`config.mk`:
```
export PLATFORM = sky130hd
export DESIGN_NAME = tri_step_counter
export DESIGN_NICKNAME = d
export VERILOG_FILES = /design/src/rtl/tsc_pkg.sv /design/src/rtl/tsc_next_bin.sv /design/src/rtl/tsc_next_loop.sv /design/src/rtl/tsc_bit_sel.sv /design/src/rtl/tri_step_counter.sv
export SDC_FILE = /design/constraint.sdc
export NUM_CORES = 1
export LEC_CHECK = 0
export BUFFER_PORTS_ARGS = -buffer_cell sky130_fd_sc_hd__buf_2
export CAP_MARGIN = 40
export CORE_AREA = 2 2 39 41
export CTS_CLUSTER_SIZE = 28
export DETAILED_ROUTE_END_ITERATION = 10
export DIE_AREA = 0 0 41 43
export GPL_TIMING_DRIVEN = 0
export HOLD_SLACK_MARGIN = 0.02
export PLACE_DENSITY = 0.35
export SYNTH_ARGS = -nofsm -noshare
export SYNTH_HDL_FRONTEND = slang
export SYNTH_SLANG_ARGS = --single-unit
```
`constraint.sdc`:
```
create_clock -name clk -period 3.6 [get_ports clk]
set_clock_uncertainty 0.1 [all_clocks]
set_input_delay 0.18 -clock clk [delete_from_list [all_inputs] [get_ports clk]]
set_output_delay 0.18 -clock clk [all_outputs]
set_load 0.05 [all_outputs]
```
`src/rtl/tsc_pkg.sv`:
```
// Package: shared width and step-order type for the three-bit step counter.
// Assumes the count is exactly three bits wide; the bit equations depend on it.
package tsc_pkg;
    localparam int CNT_W  = 3;
    localparam int N_CODE = 1 << CNT_W;

    typedef logic [CNT_W-1:0] cnt_t;

    typedef enum logic {
        ORD_BINARY = 1'b0,
        ORD_LOOP   = 1'b1
    } order_e;
endpackage

```
`src/rtl/tsc_next_bin.sv`:
```
// Module: binary successor of the present count, one equation per bit.
// Assumes a three-bit count; 7 is followed by 0.
module tsc_next_bin
    import tsc_pkg::*;
(
    input  cnt_t cur,
    output cnt_t nxt
);
    // Per-bit next-value equations for plain binary counting.
    always_comb begin
        nxt[0] = ~cur[0];
        nxt[1] = cur[1] ^ cur[0];
        nxt[2] = (cur[2] & ~cur[1]) | (cur[2] & ~cur[0]) | (~cur[2] & cur[1] & cur[0]);
    end
endmodule

```
`src/rtl/tsc_next_loop.sv`:
```
// Module: successor in the loop order 0,2,3,1,4,5,7,6, one equation per bit.
// Assumes a three-bit count; every code has exactly one successor.
module tsc_next_loop
    import tsc_pkg::*;
(
    input  cnt_t cur,
    output cnt_t nxt
);
    // Per-bit next-value equations derived from the loop successor map.
    always_comb begin
        nxt[0] = cur[2] ^ cur[1];
        nxt[1] = ~(cur[2] ^ cur[0]);
        nxt[2] = (~cur[1] & cur[0]) | (cur[2] & ~cur[1]) | (cur[2] & cur[0]);
    end
endmodule

```
`src/rtl/tsc_bit_sel.sv`:
```
// Module: a two-way selector per state bit, choosing the load value or the step value.
// Assumes sel is a single control shared by all bits.
module tsc_bit_sel #(
    parameter int W = 3
) (
    input  logic         sel,
    input  logic [W-1:0] when_hi,
    input  logic [W-1:0] when_lo,
    output logic [W-1:0] out
);
    genvar b;
    generate
        for (b = 0; b < W; b++) begin : g_bit
            // Choose this bit's source from the select line.
            assign out[b] = sel ? when_hi[b] : when_lo[b];
        end
    endgenerate
endmodule

```
`src/rtl/tri_step_counter.sv`:
```
// Module: three-bit counter with binary or loop stepping order and a parallel load.
// Priority order: synchronous reset, then load, then enable (step), else hold.
// Assumes rst_n is synchronous to clk.
module tri_step_counter
    import tsc_pkg::*;
(
    input  logic             clk,
    input  logic             rst_n,
    input  logic             enable,
    input  logic             mode,
    input  logic             load,
    input  logic [CNT_W-1:0] load_val,
    output logic [CNT_W-1:0] q
);
    cnt_t   state_r;
    cnt_t   succ_bin;
    cnt_t   succ_loop;
    cnt_t   succ_sel;
    cnt_t   step_or_hold;
    cnt_t   d_in;
    order_e order;

    assign order = order_e'(mode);

    tsc_next_bin u_bin (
        .cur (state_r),
        .nxt (succ_bin)
    );

    tsc_next_loop u_loop (
        .cur (state_r),
        .nxt (succ_loop)
    );

    // Pick the successor for the current order.
    tsc_bit_sel #(.W(CNT_W)) u_ord_sel (
        .sel     (order == ORD_LOOP),
        .when_hi (succ_loop),
        .when_lo (succ_bin),
        .out     (succ_sel)
    );

    // Hold the count unless stepping is enabled.
    tsc_bit_sel #(.W(CNT_W)) u_en_sel (
        .sel     (enable),
        .when_hi (succ_sel),
        .when_lo (state_r),
        .out     (step_or_hold)
    );

    // The load selector sits directly in front of each D input.
    tsc_bit_sel #(.W(CNT_W)) u_ld_sel (
        .sel     (load),
        .when_hi (load_val),
        .when_lo (step_or_hold),
        .out     (d_in)
    );

    // State register: updated only at the rising clock edge.
    always_ff @(posedge clk) begin
        if (!rst_n) state_r <= '0;
        else        state_r <= d_in;
    end

    assign q = state_r;
endmodule

```
==> flow_metrics.py, run 1 <==
metrics = {
    "worst_setup_path": {
        "timing.critical_path.from_type": "flip-flop",
        "register_to_register_path_setup_slack_ns": 2.20,
        "crit_arrival_ns": 1.41,
        "worst-setup-path-type": "reg2reg",
        "worstReg2RegStart": "q[0]",
        "timing.critical_path.to": "q[1]",
        "setup.worst_path.end_class": "flip-flop",
        "register_to_register_path_depth": 5,
        "worstSetupStartpoint": "q[0]",
        "endpoint_of_the_lowest_slack_register_to_register_path": "q[1]",
        "critical_path_required_ns": 3.62,
        "cp_max_fo": 6,
    },
    "synth": {
        "synthesis.area_per_instance_um2": 7.78,
        "synthCells": 32,
        "most_frequently_used_flop_master_after_synthesis": "sky130_fd_sc_hd__dfxtp_1",
        "syn_nets": 45,
        "synth-edff-count": 0,
        "asyncSetResetFlopFracSynth_pct": 0,
        "count_of_unique_library_cells_instantiated_by_yosys": 14,
        "yosys_reg_bits": 3,
        "synth_top_area_share_pct": 25.1,
        "synth_common_cells": "sky130_fd_sc_hd__ha_1 (5), sky130_fd_sc_hd__inv_1 (5), sky130_fd_sc_hd__o21ai_0 (5), sky130_fd_sc_hd__a21oi_1 (3), sky130_fd_sc_hd__dfxtp_1 (3)",
        "synth-warning-count": 0,
        "synth_top_area_cell": "sky130_fd_sc_hd__ha_1",
        "synthesis.area_um2": 249,
        "synth_top_cells_by_area": "sky130_fd_sc_hd__ha_1 (25%), sky130_fd_sc_hd__dfxtp_1 (24%), sky130_fd_sc_hd__o21ai_0 (10%), sky130_fd_sc_hd__inv_1 (7.5%), sky130_fd_sc_hd__a21oi_1 (6.0%)",
        "yosysSeqAreaShare_pct": 24.1,
    },
    "final_layout": {
        "final_layout_size_suffix_gt1_share_pct": 30.4,
        "antenna_cells_inserted": 0,
        "nNetsFinal": 60,
        "largest_register_ffs": 3,
        "synthToLayoutAreaGrowth_pct": 38.7,
    },
    "routing": {
        "route.detailed.drc": 0,
        "wire_per_inst_um": 9.65,
        "viasPerCell": 4.32,
        "via_count": 268,
        "drt.antenna.violating_nets": 0,
        "detailedRoute.firstIterationViolations": 6,
        "first_pass_iters": 4,
        "drt-total-wl_um": 598,
    },
    "global_routing": {
        "antenna_found_initial": 0,
        "grt_usage_pct": 8.43,
        "first_global_vias": 248,
        "grt_util_met2_pct": 10.9,
        "grt_remaining_overflow": 0,
        "globalRouteMet1Util_pct": 10.9,
        "grt_max_degree": 7,
        "grt_first_pass_wirelength_um": 966,
        "grt_busiest_layer": "met2",
        "groute.layer.met3.usage_pct": 1.57,
    },
    "timing": {
        "achievable-frequency_mhz": 715,
        "setup-violations-final": 0,
        "worst-slew-pin-transition_ns": 0.250,
        "final.min_clock_period_ns": 1.40,
        "setup_total_negative_slack_ns": 0,
        "post-route-period-util_pct": 38.8,
        "hold_viol": 0,
        "relSlewSlack_pct": 83.5,
        "fin_hold_ws_ns": 0.120,
        "rsz0062_at_grt": "false",
        "timing.final.ws_setup_ns": 2.20,
        "timing_max_transition_violations_final": 0,
    },
    "placed_design": {
        "gpl.final_weighted_congestion": 0.737,
        "dp_worst_setup_slack_ns": 2.21,
        "detailed_place_hpwl_um": 472,
        "io_buffer_count": 10,
    },
    "die": {
        "floorplan.die.height_um": 43,
        "die_w_um": 41,
        "io-pin-count": 11,
        "fp.coreArea_um2": 1380,
        "initial_core_util_pct": 18.0,
        "die_area_um2": 1760,
        "floorplan.rows": 14,
    },
    "power": {
        "power.internal_mw": 0.0918,
        "sequential_cell_fraction_of_total_power_pct": 29.4,
        "power_switching_mw": 0.0458,
        "power_switching_share_pct": 33.3,
        "cell_leakage_power_nw": 0.174,
        "max-vdd-ir-drop_mv": 0.169,
        "powerDensity_nw_per_um2": 398,
        "power.clock.fraction_pct": 43.0,
        "comb_power_share_pct": 27.5,
    },
    "run_status": {
        "status": "finished, final reports clean",
    },
    "clocking": {
        "ctsHtreeMaxLevel": 1,
        "post_cts_resized": 0,
        "clkSinkCount": 3,
        "ctsHoldBuffers": 0,
        "clock-root-buffer": "sky130_fd_sc_hd__clkbuf_4",
        "clkSlewWorstSetupHoldPaths_ns": 0.04,
        "cts_made_buffers": 3,
        "clock_tree_from_tritoncts": "done",
        "clk_latency_ns": 0.23,
        "cts_buffer_depth": 2,
        "buffers_inserted_by_post_cts_timing_repair": 0,
    },
    "min_path": {
        "worstHoldPathType": "in2reg",
    },
    "flow_run": {
        "max_cap_viols": 0,
    },
}
[cells by family (layout without fill, tap and decap cells)]
group                    Yosys count  in the layout  synth area share, %
flip-flops                         3              3                 24.1
AND/OR/NAND/NOR                    7              7                 13.6
buffers and inverters              5             19                 7.54
AO/OA/AOI/OAI                     12             12                 29.6
adder cells (fa/ha/maj)            5              5                 25.1
[critical path: stages, from the launching register on]
cell,delay [ns]
sky130_fd_sc_hd__dfxtp_1,0.42
sky130_fd_sc_hd__inv_1,0.09
sky130_fd_sc_hd__ha_1,0.29
sky130_fd_sc_hd__and2_1,0.13
sky130_fd_sc_hd__o21ai_0,0.16
sky130_fd_sc_hd__a21oi_1,0.09
[per-stage QoR]
step           util [%]  total power, mW  cell area [um2]  std cells
2_1_floorplan         -           0.0663              249         32
3_3_place_gp       23.1           0.0789              319         58
3_5_place_dp       23.1           0.0791              319         58
4_1_cts            25.0            0.139              345         62
5_1_grt            25.0            0.147              345         62
6_report           25.0            0.138              345         62
[final cells by class]
class                   instances  area [um2]
inverters                       5        18.8
fillers                       155        1040
clock buffers                   4        26.3
repair buffers                 10        50.0
multi-input cells              24         170
flip-flops and latches          3        60.1
well taps                      16        20.0
[worst min path at each step]
stage / from / to / slack, ns / cells after the start
floorplan: rst_n / q[0] / 0.22 / 2
global placement: rst_n / q[1] / 0.36 / 3
detailed placement: rst_n / q[1] / 0.37 / 3
CTS: rst_n / q[1] / 0.13 / 3
global route: rst_n / q[1] / 0.13 / 3
finish: rst_n / q[1] / 0.12 / 3
[layer usage]
metal / wire, um / vias up
met5: 0 / -
met4: 17 / 0
met3: 45 / 2
met2: 276 / 11
met1: 260 / 114
li1: - / 141
[power by group through the flow]
| stage | Clock (mW) | Sequential (mW) | Combinational, mW |
|---|---|---|---|
| after floorplan | 0 | 0.0499 | 0.0163 |
| after global placement | 0 | 0.0413 | 0.0376 |
| after detailed placement | 0 | 0.0412 | 0.0379 |
| after CTS | 0.0602 | 0.0406 | 0.0383 |
| after global routing | 0.0624 | 0.0411 | 0.0432 |
| final | 0.0592 | 0.0405 | 0.0379 |
[cells in the final DEF (no fill, tap or decap), drive strengths merged]
cell	count
clkbuf	4
inv	5
nor3	2
and2	1
dfxtp	3
a211oi	2
nor2	2
nand2	1
buf	10
nor2b	1
ha	5
o21ai	5
a21o	1
a31oi	1
a21oi	3
Note: power is estimated with default switching activity, not from simulation.
==> run 2: changes to the inputs <==
Settings changed: ABC_AREA set to 1, PLACE_DENSITY 0.35 to 0.37.
Clock period 3.6 ns to 1.2 ns, I/O delays scaled along.
==> flow_metrics.py, run 2 <==
metrics = {
    "routing": {
        "first_pass_iters": 3,
        "drt-total-wl_um": 730,
        "route.detailed.drc": 0,
        "viasPerCell": 4.22,
        "wire_per_inst_um": 10.0,
        "detailedRoute.firstIterationViolations": 7,
        "via_count": 308,
        "drt.antenna.violating_nets": 0,
    },
    "worst_setup_path": {
        "timing.critical_path.from_type": "flip-flop",
        "register_to_register_path_depth": 6,
        "worst-setup-path-type": "reg2reg",
        "cp_max_fo": 6,
        "critical_path_required_ns": 1.25,
        "setup.worst_path.end_class": "flip-flop",
        "register_to_register_path_setup_slack_ns": 0.003,
        "crit_arrival_ns": 1.25,
    },
    "die": {
        "io-pin-count": 11,
        "fp.coreArea_um2": 1380,
        "die_w_um": 41,
        "initial_core_util_pct": 18.9,
        "floorplan.die.height_um": 43,
        "floorplan.rows": 14,
        "die_area_um2": 1760,
    },
    "power": {
        "cell_leakage_power_nw": 0.212,
        "powerDensity_nw_per_um2": 993,
        "max-vdd-ir-drop_mv": 0.517,
    },
    "timing": {
        "relSlewSlack_pct": 83.4,
        "timing_max_transition_violations_final": 0,
        "worst-slew-pin-transition_ns": 0.251,
        "hold_viol": 0,
        "rsz0062_at_grt": "true",
        "post-route-period-util_pct": 99.7,
        "timing.final.ws_setup_ns": 0.00300,
        "fin_hold_ws_ns": 0.0229,
        "achievable-frequency_mhz": 835,
        "final.min_clock_period_ns": 1.20,
        "setup_total_negative_slack_ns": 0,
        "setup-violations-final": 0,
    },
    "placed_design": {
        "dp_worst_setup_slack_ns": 0.0189,
        "gpl.final_weighted_congestion": 0.635,
        "io_buffer_count": 10,
        "detailed_place_hpwl_um": 490,
    },
    "synth": {
        "yosys_reg_bits": 3,
        "synthCells": 39,
        "synth_top_cells_by_area": "sky130_fd_sc_hd__ha_1 (24%), sky130_fd_sc_hd__dfxtp_1 (23%), sky130_fd_sc_hd__nand2_1 (16%), sky130_fd_sc_hd__inv_1 (11%), sky130_fd_sc_hd__nor2_1 (4.3%)",
        "most_frequently_used_flop_master_after_synthesis": "sky130_fd_sc_hd__dfxtp_1",
        "synth_top_area_share_pct": 23.9,
        "synth_top_area_cell": "sky130_fd_sc_hd__ha_1",
        "yosysMostFrequentCell": "sky130_fd_sc_hd__nand2_1",
        "synth-edff-count": 0,
        "synth-warning-count": 0,
        "syn_nets": 52,
        "synthesis.area_um2": 262,
        "asyncSetResetFlopFracSynth_pct": 0,
        "yosysSeqAreaShare_pct": 23.0,
        "synthesis.area_per_instance_um2": 6.71,
        "count_of_unique_library_cells_instantiated_by_yosys": 13,
        "synth_common_cells": "sky130_fd_sc_hd__nand2_1 (11), sky130_fd_sc_hd__inv_1 (8), sky130_fd_sc_hd__ha_1 (5), sky130_fd_sc_hd__dfxtp_1 (3), sky130_fd_sc_hd__nor2_1 (3)",
    },
    "final_layout": {
        "layout_common_cells": "sky130_fd_sc_hd__nand2_1 (10), sky130_fd_sc_hd__buf_2 (10), sky130_fd_sc_hd__inv_1 (6)",
        "largest_register_ffs": 3,
        "nNetsFinal": 71,
        "antenna_cells_inserted": 0,
        "final_layout_size_suffix_gt1_share_pct": 49.1,
        "synthToLayoutAreaGrowth_pct": 73.2,
    },
    "global_routing": {
        "grt_max_degree": 7,
        "grt_first_pass_wirelength_mm": 1.08,
        "first_global_vias": 279,
        "grt_usage_pct": 9.34,
        "antenna_found_initial": 0,
        "grt_remaining_overflow": 0,
    },
    "clocking": {
        "ctsHtreeMaxLevel": 1,
        "clock_tree_from_tritoncts": "done",
        "clk_latency_ns": 0.23,
        "cts_buffer_depth": 2,
        "clock-root-buffer": "sky130_fd_sc_hd__clkbuf_4",
        "clkSinkCount": 3,
        "cts_made_buffers": 3,
        "clkSlewWorstSetupHoldPaths_ns": 0.04,
    },
    "run_status": {
        "status": "finished, final reports clean",
    },
    "flow_run": {
        "max_cap_viols": 0,
    },
    "min_path": {
        "worst_hold_path.num_cells": 4,
        "worstHoldPathType": "in2reg",
    },
}
-- run 2: path summary, 6_finish.rpt --
path | from | to
worst min-delay path | enable | q[1]
worst min register to register | q[2] | q[2]
worst max-delay path | q[0] | q[1]
worst max register to register | q[0] | q[1]
-- run 2: worst max-delay path, cell delays in order (launching register included) --
cell and delay, ns:
sky130_fd_sc_hd__dfxtp_4 0.40, sky130_fd_sc_hd__inv_4 0.05, sky130_fd_sc_hd__ha_4 0.26, sky130_fd_sc_hd__nand2_2 0.04, sky130_fd_sc_hd__o21ai_2 0.05, sky130_fd_sc_hd__nand2_1 0.07, sky130_fd_sc_hd__a31oi_1 0.16
-- run 2: layout make-up --
cell class,instances,area [um2]
Inverter,8,32.5
Multi-Input combinational cell,28,218
Sequential cell,3,71.3
Clock buffer,4,26.3
Tap cell,16,20.0
Fill cell,165,931
Timing Repair Buffer,14,85.1
-- run 2: kinds of logic (layout without fill, tap and decap cells) --
group | count (synthesis) | count (layout) | synth area share, %
buf+inv | 8 | 26 | 11.5
compound gates | 7 | 7 | 17.2
flops | 3 | 3 | 23.0
fa+ha+maj | 5 | 5 | 23.9
simple gates | 16 | 16 | 24.4
-- run 2: report_power, final --
group	leakage (nW)	switching, mW	internal [mW]	total, mW
registers	0.0268	0.0182	0.108	0.126
logic	0.170	0.0817	0.0630	0.145
clock network	0.0150	0.0542	0.125	0.179
-- run 2: what timing repair did --
action                                  4_1_cts  5_1_grt
hold endpoints to repair                      3        0
hold buffers                                  2        0
gates resized for setup                       0        8
endpoints found under the setup margin        0        3
setup buffers                                 0        2
-- run 2: layer usage --
metal  vias up  global-route usage (%)  wire [um]  share of wire (%)
met5         -                       0          0                  0
met4         0                    4.00          8                1.1
met3         2                    4.71         31                4.2
met2        10                    13.4        356                 49
met1       136                    11.3        333                 46
li1        160                       -          -                  -
-- run 2: metrics by stage --
stage / instances / util, % / total power, mW / instance area (um2)
final: 73 / 32.7 / 0.450 / 453
after global routing: 73 / 32.7 / 0.492 / 453
after CTS: 71 / 28.1 / 0.423 / 389
after detailed placement: 65 / 24.8 / 0.234 / 343
after global placement: 65 / 24.8 / 0.235 / 343
after floorplan: 39 / - / 0.196 / 273
